File: config.mk
export PLATFORM = sky130hd
export DESIGN_NAME = flit_inject_queue
export DESIGN_NICKNAME = d
export VERILOG_FILES = /design/src/rtl/flitq_pkg.sv /design/src/rtl/flitq_credit.sv /design/src/rtl/flitq_store.sv /design/src/rtl/flit_inject_queue.sv
export SDC_FILE = /design/constraint.sdc
export NUM_CORES = 1
export LEC_CHECK = 0
export BUFFER_PORTS_ARGS = -buffer_cell sky130_fd_sc_hd__buf_2
export CAP_MARGIN = 20
export CORE_ASPECT_RATIO = 0.7
export CORE_UTILIZATION = 30
export CTS_BUF_LIST = sky130_fd_sc_hd__clkbuf_4
export DETAILED_ROUTE_END_ITERATION = 7
export PLACE_DENSITY = 0.43
export SYNTH_ARGS = -nofsm -noshare
export SYNTH_HDL_FRONTEND = slang
export SYNTH_SLANG_ARGS = --single-unit
File: constraint.sdc
create_clock -name clk -period 3.7 [get_ports clk]
set_input_delay 0.74 -clock clk [delete_from_list [all_inputs] [get_ports clk]]
set_output_delay 0.74 -clock clk [all_outputs]
set_load 0.02 [all_outputs]
File: src/rtl/flitq_pkg.sv
package flitq_pkg;

    typedef enum logic [1:0] {
        CR_HOLD  = 2'd0,
        CR_SPEND = 2'd1,
        CR_GAIN  = 2'd2
    } cr_act_e;

    // Net effect of one cycle on the credit counter
    function automatic cr_act_e cr_classify(input logic spend,
                                            input logic gain,
                                            input logic at_ceiling);
        if (spend && !gain)
            return CR_SPEND;
        if (gain && !spend && !at_ceiling)
            return CR_GAIN;
        return CR_HOLD;
    endfunction

endpackage

File: src/rtl/flitq_credit.sv
module flitq_credit
    import flitq_pkg::*;
#(
    parameter int INIT_CREDITS = 4,
    parameter int CW           = $clog2(INIT_CREDITS + 1)
) (
    input  logic          clk,
    input  logic          rst_n,
    input  logic          spend,
    input  logic          gain,
    output logic [CW-1:0] level,
    output logic          has_credit
);

    localparam logic [CW-1:0] CEIL = CW'(INIT_CREDITS);

    typedef struct packed {
        logic [CW-1:0] level;
    } cr_state_t;

    cr_state_t s_d, s_q;
    cr_act_e   act;

    always_comb begin
        s_d = s_q;
        act = cr_classify(spend && (s_q.level != '0), gain, s_q.level == CEIL);
        unique case (act)
            CR_SPEND: s_d.level = s_q.level - 1'b1;
            CR_GAIN:  s_d.level = s_q.level + 1'b1;
            default:  s_d.level = s_q.level;
        endcase
    end

    always_ff @(posedge clk) begin
        if (!rst_n)
            s_q <= '{level: CEIL};
        else
            s_q <= s_d;
    end

    assign level      = s_q.level;
    assign has_credit = (s_q.level != '0);

endmodule

File: src/rtl/flitq_store.sv
module flitq_store #(
    parameter int FLIT_W = 32,
    parameter int DEPTH  = 8,
    parameter int AW     = (DEPTH > 1) ? $clog2(DEPTH) : 1,
    parameter int CNTW   = $clog2(DEPTH + 1)
) (
    input  logic              clk,
    input  logic              rst_n,
    input  logic              push,
    input  logic [FLIT_W-1:0] push_data,
    input  logic              pop,
    output logic [FLIT_W-1:0] head_data,
    output logic              full,
    output logic              empty,
    output logic [CNTW-1:0]   fill
);

    localparam logic [AW-1:0]   LAST = AW'(DEPTH - 1);
    localparam logic [CNTW-1:0] CAP  = CNTW'(DEPTH);

    typedef struct packed {
        logic [AW-1:0]   wr_ptr;
        logic [AW-1:0]   rd_ptr;
        logic [CNTW-1:0] fill;
    } st_state_t;

    st_state_t s_d, s_q;
    logic      push_ok, pop_ok;

    logic [FLIT_W-1:0] slot_q [DEPTH];

    always_comb begin
        s_d     = s_q;
        push_ok = push && (s_q.fill != CAP);
        pop_ok  = pop && (s_q.fill != '0);
        if (push_ok)
            s_d.wr_ptr = (s_q.wr_ptr == LAST) ? '0 : s_q.wr_ptr + 1'b1;
        if (pop_ok)
            s_d.rd_ptr = (s_q.rd_ptr == LAST) ? '0 : s_q.rd_ptr + 1'b1;
        case ({push_ok, pop_ok})
            2'b10:   s_d.fill = s_q.fill + 1'b1;
            2'b01:   s_d.fill = s_q.fill - 1'b1;
            default: s_d.fill = s_q.fill;
        endcase
    end

    always_ff @(posedge clk) begin
        if (!rst_n)
            s_q <= '0;
        else
            s_q <= s_d;
    end

    for (genvar i = 0; i < DEPTH; i++) begin : g_slot
        always_ff @(posedge clk) begin
            if (push_ok && (s_q.wr_ptr == AW'(i)))
                slot_q[i] <= push_data;
        end
    end

    assign head_data = slot_q[s_q.rd_ptr];
    assign full      = (s_q.fill == CAP);
    assign empty     = (s_q.fill == '0);
    assign fill      = s_q.fill;

endmodule

File: src/rtl/flit_inject_queue.sv
module flit_inject_queue #(
    parameter int FLIT_W       = 32,
    parameter int DEPTH        = 8,
    parameter int INIT_CREDITS = 4
) (
    input  logic              clk,
    input  logic              rst_n,
    input  logic              src_valid,
    input  logic [FLIT_W-1:0] src_flit,
    output logic              src_ready,
    output logic              rtr_valid,
    output logic [FLIT_W-1:0] rtr_flit,
    input  logic              crd_return
);

    localparam int CW   = $clog2(INIT_CREDITS + 1);
    localparam int CNTW = $clog2(DEPTH + 1);

    logic            q_full, q_empty, has_credit, take, send;
    logic [CW-1:0]   cred_level;
    logic [CNTW-1:0] fill_level;

    assign take = src_valid && !q_full;
    assign send = !q_empty && has_credit;

    flitq_store #(
        .FLIT_W (FLIT_W),
        .DEPTH  (DEPTH),
        .CNTW   (CNTW)
    ) store_i (
        .clk       (clk),
        .rst_n     (rst_n),
        .push      (take),
        .push_data (src_flit),
        .pop       (send),
        .head_data (rtr_flit),
        .full      (q_full),
        .empty     (q_empty),
        .fill      (fill_level)
    );

    flitq_credit #(
        .INIT_CREDITS (INIT_CREDITS),
        .CW           (CW)
    ) credit_i (
        .clk        (clk),
        .rst_n      (rst_n),
        .spend      (send),
        .gain       (crd_return),
        .level      (cred_level),
        .has_credit (has_credit)
    );

    assign src_ready = !q_full;
    assign rtr_valid = send;

endmodule

==> metrics.txt, run 1 <==
reg-to-reg endpoint store_i.fill[2]; share of post-route cells with drive strength above 1 0.447; drt wl/cell 20.0 µm; hold slack 331 ps; CTS sink count 272; largest stage delay on the critical path 680 ps; WL final 22,900 µm; CTS tree done; via count 5,269; worst slack after detailed placement 910 ps; Synth async-reset ratio 0; largest net degree at the start of global routing 35; Num CTS Buffers 72; Util after Layout 0.360; Vias/cell 4.59; Hold Path Stages 1; Seq/Total Area, Yosys 0.757; largest family of logic cells by synthesized area multiplexers; final hold violations 0; Post-CTS Setup Bufs 0; crit path max-delay cell type dfxtp_4; Finished Cell Area 12,500 µm²; top-count cell post-synth edfxtp_1; htree depth 3; global-route usage over all layers 0.131; fin crit share 0.929; Ports 70; Resized cells post-CTS 0; Placeable Area 34,700 µm²; Clock Skew 38.4 ps; final setup vio count 0; #FFs+latches synth 272; worst r2r src store_i.fill[1]; die footprint 36,000 µm²; Initial Util 0.305; crit end category output pin; Hold/Removal Path Class input port to flip-flop; Final Worst Setup Slack 263 ps; pwr/cell area 705 nW/µm²; Pre-antenna DRT Iters 4; post-synthesis cell type count 39; Iter 0 DRT Violations 266; DP HPWL 13,000 µm; first-pass GRT wire length 34,400 µm; reg2reg path depth 10; startpoint types flip-flop; final non-filler cell total 1,148; Leakage 4.12 nW; Max FO, Critical Path 23; syn nets 533; EDFF count, synth 256; Worst Min Path Start src_flit[29]; DIE WIDTH 226 µm; share of the synthesized area in the top cell type 0.727; XOR/XNOR Fraction of Synth Area 0.00414; IO Port Bufs 69; number of global-route vias before repair 5,808; # nets final 671; Worst Hold End store_i.slot_q[2][29]; maximum clock path buffer count 3; dominant register cell in the synthesized netlist edfxtp_1; antenna violations before repair 4; Root Buffer clkbuf_4; Tmin final 3440 ps; Max Cap Viol 0; top cells by count, synth edfxtp_1 (256), mux4_2 (64), mux2_2 (32); cts hold-fix bufs 0; Avg Inst Size Synth 21.8 µm²; grt ovf 0; Clock Latency Late Sink 680 ps; Synth area leaders edfxtp_1 (73%), mux4_2 (14%), mux2_2 (3.4%); row count 57; Placed Cells 1,021; setup TNS 0 ps; post-synthesis compound-gate area fraction 0.0138; Slew Limit Fails 0; RSZ-0062 raised after global routing false; post-synthesis adder-cell area fraction 0.0149; status finished, final reports clean; Mapped Cells 485; RePlAce Congestion 0.689; Final Power 8.80 mW; worst slew pin tran 665 ps; Layout area overhead 18.1%; mux cell area share after synthesis 0.174; Syn Std Cell Area 10,600 µm²; DRC viols 0; FMAX 291 MHz; Final ANT Viol Nets 0; relative slew slack 0.557; Yosys Warn Count 0; Reg clk slew, reported paths 60 ps; Die Y 159 µm; reg2reg setup slack 1090 ps; area share of and/or/nand/nor cells after synthesis 0.0233; worst path arrival time 2700 ps; kind of critical path flip-flop to output pin; cell chain of the critical path buf_12 -> mux4_2 -> mux2_2 -> buf_2; dpl cell area 11,600 µm²; Worst EP required 2960 ps; cell taking the most area after synthesis edfxtp_1; VDD IR max 0.000191 V
[state kept, by name (all words and copies together) (netlist names), named ones only]
signal and count:
store_i.fill 4, credit_i.level 3, store_i.slot_q 256, store_i.s_q 6
[critical path, delay by kind of cell, from the launching register on]
kind | cells | cell delay (ps)
buffers and inverters | 2 | 450
DFF | 1 | 680
muxes | 2 | 860
[how the worst max path moves through the flow]
| stage | startpoint | to | slack (ps) | depth (start not counted) |
|---|---|---|---|---|
| after floorplan | store_i.fill[1] | store_i.fill[2] | 1160 | 12 |
| after global placement | flip-flop | rtr_flit[21] | 900 | 4 |
| after detailed placement | flip-flop | rtr_flit[16] | 910 | 4 |
| after CTS | flip-flop | rtr_flit[28] | 110 | 4 |
| after global routing | flip-flop | rtr_flit[16] | 50 | 4 |
| final | flip-flop | rtr_flit[9] | 260 | 4 |
[power breakdown]
group,leakage [nW],internal (mW),switching [mW]
Sequential,2.46,3.58,0.250
Clock,0.518,1.31,1.17
Combinational,1.14,1.22,1.27
Total,4.12,6.11,2.69
[per-layer routing]
| layer | global-route usage | up-vias | wire, µm | part of all wire |
|---|---|---|---|---|
| li1 | - | 2339 | - | - |
| met1 | 0.165 | 2738 | 10000 | 0.44 |
| met2 | 0.208 | 134 | 11100 | 0.49 |
| met3 | 0.0406 | 56 | 1070 | 0.047 |
| met4 | 0.0574 | 2 | 634 | 0.028 |
| met5 | 0 | - | 10 | 0.00044 |
[cells by family after synthesis]
kind of cell	Yosys count
compound gates	24
xor+xnor	5
fa+ha+maj	12
buf+inv	28
flops	272
mux	100
simple gates	44
[cell type report]
class	instances	area [µm²]
fillers	3230	22200
flip-flops and latches	272	8020
multi-input cells	185	2450
clock buffers	100	751
well taps	472	591
repair buffers	87	543
clock inverters	24	119
inverters	5	23.8
diodes	3	7.51
[cells in the final DEF, fill, tap and decap left out, drive strengths merged, types with 2 or more instances in the layout]
cell / netlist / routed
nor2: 10 / 10
a21oi: 9 / 9
diode: 0 / 3
a31oi: 2 / 2
mux4: 64 / 64
or4: 2 / 2
clkinv: 2 / 24
and3: 8 / 8
nand3b: 3 / 3
mux2i: 4 / 4
clkbuf: 12 / 100
xor2: 4 / 4
nor3: 2 / 2
nand3: 3 / 3
inv: 3 / 4
mux2: 32 / 32
nand2: 6 / 6
buf: 11 / 87
ha: 11 / 11
edfxtp: 256 / 256
o21ai: 5 / 5
dfxtp: 16 / 16
or3: 3 / 3
a211oi: 3 / 3
and2: 2 / 2
nand2b: 2 / 2
(Power assumes the default switching activity.)
==> inputs of run 2 (changes only) <==
CORE_MARGIN = 2   (was not set)
PLACE_DENSITY = not set   (was 0.43)
==> metrics.txt, run 2 (synthesis results as in run 1) <==
status finished, final reports clean; Max Cap Viol 0; CTS tree done; fin crit share 0.894; share of post-route cells with drive strength above 1 0.453; worst slew pin tran 1030 ps; row count 57; worst r2r src store_i.fill[0]; final setup vio count 0; # nets final 663; Die Y 161 µm; RePlAce Congestion 0.689; Worst EP required 2960 ps; RSZ-0062 raised after global routing false; final hold violations 0; number of global-route vias before repair 5,689; Placeable Area 34,700 µm²; most frequent cells in the layout edfxtp_1 (256), clkbuf_4 (100), buf_2 (69); crit end category output pin; Reg clk slew, reported paths 70 ps; CP endpoint rtr_flit[8]; pwr/cell area 700 nW/µm²; reg2reg setup slack 1120 ps; IO Port Bufs 69; Vias/cell 4.61; Iter 0 DRT Violations 379; via count 5,248; Max FO, Critical Path 64; FMAX 302 MHz; max reg flops 256; Tmin final 3310 ps; antenna violations before repair 4; CTS sink count 272; htree depth 3; drt wl/cell 19.8 µm; WL final 22,600 µm; Clock Skew 29.5 ps; Slew Limit Fails 0; Num CTS Buffers 67; first-pass GRT wire length 33,800 µm; final non-filler cell total 1,138; DIE WIDTH 228 µm; worst path arrival time 2570 ps; reg2reg path depth 10; Placed Cells 1,017; VDD IR max 0.000383 V; largest net degree at the start of global routing 65; relative slew slack 0.310; DP HPWL 12,800 µm; Initial Util 0.305; Final ANT Viol Nets 0; Clock Latency Late Sink 680 ps; DRC viols 0; maximum clock path buffer count 3; die footprint 36,800 µm²; Root Buffer clkbuf_4; Leakage 4.09 nW; reg-to-reg endpoint store_i.fill[2]; Ports 70; startpoint types flip-flop; Pre-antenna DRT Iters 6; Biggest register store_i.slot_q; grt ovf 0; global-route usage over all layers 0.124; Resized cells post-CTS 0; fillers 3,251; Layout area overhead 17.3%; Hold/Removal Path Class input port to flip-flop; setup TNS 0 ps; most common cell after layout, fill and taps aside edfxtp_1; cts hold-fix bufs 0; kind of critical path flip-flop to output pin; Post-CTS Setup Bufs 0
-- run 2: changes by cell type in the layout (fill, tap and decap cells not counted), sizes merged --
| cell | change |
|---|---|
| diode | -2 |
| inv | +4 |
| buf | -3 |
| clkinv | -9 |
-- run 2: power breakdown --
group | total, mW | internal [mW] | leakage (nW) | switching (mW)
clock network | 2.45 | 1.31 | 0.518 | 1.15
logic | 2.43 | 1.18 | 1.12 | 1.24
registers | 3.80 | 3.57 | 2.46 | 0.229
-- run 2: area by class of cell --
class	instances	area, µm²	area share
repair buffers	84	483	0.0389
clock buffers	100	751	0.0605
multi-input cells	185	2450	0.197
well taps	472	591	0.0476
flip-flops and latches	272	8020	0.646
inverters	5	23.8	0.00192
clock inverters	19	98.8	0.00796
diodes	1	2.50	0.000202
-- run 2: worst min path at each step --
stage | from | end | slack (ps) | cells past startpoint
after floorplan | store_i.fill[3] | store_i.fill[3] | 460 | 2
after global routing | src_flit[28] | store_i.slot_q[0][28] | 280 | 1
after detailed placement | store_i.s_q[8] | store_i.s_q[8] | 490 | 2
final | src_flit[16] | store_i.slot_q[2][16] | 330 | 1
after CTS | src_flit[28] | store_i.slot_q[0][28] | 250 | 1
after global placement | store_i.s_q[8] | store_i.s_q[8] | 480 | 2
-- run 2: critical path, cell delays in order (launching register included) --
cell     delay (ps)
dfxtp_4         970
mux4_2          420
mux2_2          320
buf_2           170
-- run 2: stage by stage --
| stage | utilization | hold slack [ps] | area [µm²] | setup slack, ps | power [mW] |
|---|---|---|---|---|---|
| detailed placement | 0.332 | 493 | 11500 | 1020 | 6.36 |
| finish | 0.357 | 327 | 12400 | 391 | 8.68 |
| global route | 0.357 | 277 | 12400 | 200 | 9.18 |
| global placement | 0.332 | 477 | 11500 | 1070 | 6.26 |
| CTS | 0.357 | 254 | 12400 | 266 | 8.85 |
| floorplan | - | 458 | 10600 | 1160 | 5.63 |
-- run 2: routing by layer --
layer | up-vias | routed length (µm) | global-route usage
met3 | 47 | 1480 | 0.0440
li1 | 2335 | - | -
met1 | 2721 | 9410 | 0.149
met4 | 6 | 443 | 0.0446
met2 | 139 | 11200 | 0.209
met5 | - | 41 | 0
==> inputs of run 3 (changes only) <==
CTS_BUF_LIST = sky130_fd_sc_hd__clkbuf_8   (was sky130_fd_sc_hd__clkbuf_4)
PLACE_DENSITY_LB_ADDON = 0.08   (was not set)
==> metrics.txt, run 3 (synthesis results as in run 1) <==
relative slew slack 0.535; Tmin final 3260 ps; maximum clock path buffer count 3; Max FO, Critical Path 28; CTS tree done; Worst EP required 2960 ps; Slew Limit Fails 0; row count 57; Max Cap Viol 0; worst r2r src store_i.fill[1]; Reg area 8020 µm²; dpl cell area 11,600 µm²; Pre-antenna DRT Iters 4; Final Power 8.66 mW; fin crit share 0.882; Hold Path Stages 1; grt ovf 0; most common cell after layout, fill and taps aside edfxtp_1; WL final 23,300 µm; Hold/Removal Path Class input port to flip-flop; IO Port Bufs 69; Iter 0 DRT Violations 310; drt wl/cell 21.1 µm; Finished Cell Area 12,400 µm²; CTS sink count 272; via count 5,046; largest net degree at the start of global routing 37; RePlAce Congestion 0.672; Ports 70; Num CTS Buffers 45; clock network power share 0.277; final hold violations 0; Biggest register store_i.slot_q; status finished, final reports clean; antenna violations before repair 5; Final ANT Viol Nets 0; DRC viols 0; FMAX 306 MHz; DP HPWL 13,400 µm; Clock Latency Late Sink 580 ps; max reg flops 256; Worst Hold End store_i.slot_q[2][26]; cts hold-fix bufs 0; reg2reg setup slack 1130 ps; Initial Util 0.305; Clock Skew 24.9 ps; pwr/cell area 698 nW/µm²; setup TNS 0 ps; Root Buffer clkbuf_8; fillers 3,264; number of global-route vias before repair 5,485; internal power 6.00 mW; Die Y 161 µm; Post-CTS Setup Bufs 0; Worst Min Path Start src_flit[26]; global-route usage over all layers 0.130; crit end category output pin; Layout area overhead 17.4%; # nets final 644; Placeable Area 34,700 µm²; sequential group share of total power 0.438; RSZ-0062 raised after global routing false; worst slew pin tran 697 ps; Reg clk slew, reported paths 70 ps; Psw 2.66 mW; kind of critical path flip-flop to output pin; first-pass GRT wire length 35,100 µm; hold slack 438 ps; Multi-input gate area 2450 µm²; startpoint types flip-flop; DIE WIDTH 228 µm; share of post-route cells with drive strength above 1 0.401; htree depth 2; die footprint 36,800 µm²; VDD IR max 0.000250 V; Resized cells post-CTS 0; Vias/cell 4.57; reg-to-reg endpoint store_i.fill[2]; worst path arrival time 2520 ps; Leakage 4.07 nW; most frequent cells in the layout edfxtp_1 (256), buf_2 (69), mux4_2 (64); reg2reg path depth 10; final setup vio count 0; switching part of the total 0.307; Logic pwr share 0.285
[run 3: worst max-delay path, stage by stage, from the launching register on]
cell	delay [ps]
dfxtp_4	590
buf_12	310
mux4_2	550
mux2_2	310
buf_2	170
[run 3: stage by stage]
stage	std cells	utilization	setup WS, ps
2_1_floorplan	485	-	1160
3_3_place_gp	1021	0.334	973
3_5_place_dp	1021	0.334	965
4_1_cts	1103	0.357	302
5_1_grt	1103	0.357	229
6_report	1105	0.358	435
[run 3: layout make-up]
type,count,area share
flip-flops and latches,272,0.645
multi-input cells,185,0.197
clock buffers,45,0.0499
well taps,472,0.0475
repair buffers,87,0.0427
clock inverters,37,0.0152
inverters,5,0.00191
diodes,2,0.000403
[run 3: worst max path at each step]
stage	from	endpoint	cells after the start
after floorplan	store_i.fill[1]	store_i.fill[2]	12
after global placement	flip-flop	rtr_flit[17]	4
after detailed placement	flip-flop	rtr_flit[7]	4
after CTS	flip-flop	rtr_flit[3]	4
after global routing	flip-flop	rtr_flit[17]	4
final	flip-flop	rtr_flit[3]	4
[run 3: power groups by stage]
stage               Combinational, mW  Clock [mW]  Sequential [mW]
floorplan                        1.92           0             3.70
global placement                 2.51           0             3.86
detailed placement               2.54           0             3.87
CTS                              2.55        2.50             3.81
global route                     2.71        2.63             3.84
finish                           2.47        2.40             3.80
[run 3: metal layers]
layer / vias up / track usage / routed length, µm
met5: - / 0 / 24
met4: 4 / 0.0437 / 448
met3: 49 / 0.0335 / 1120
met2: 110 / 0.210 / 11100
met1: 2632 / 0.172 / 10700
li1: 2251 / - / -
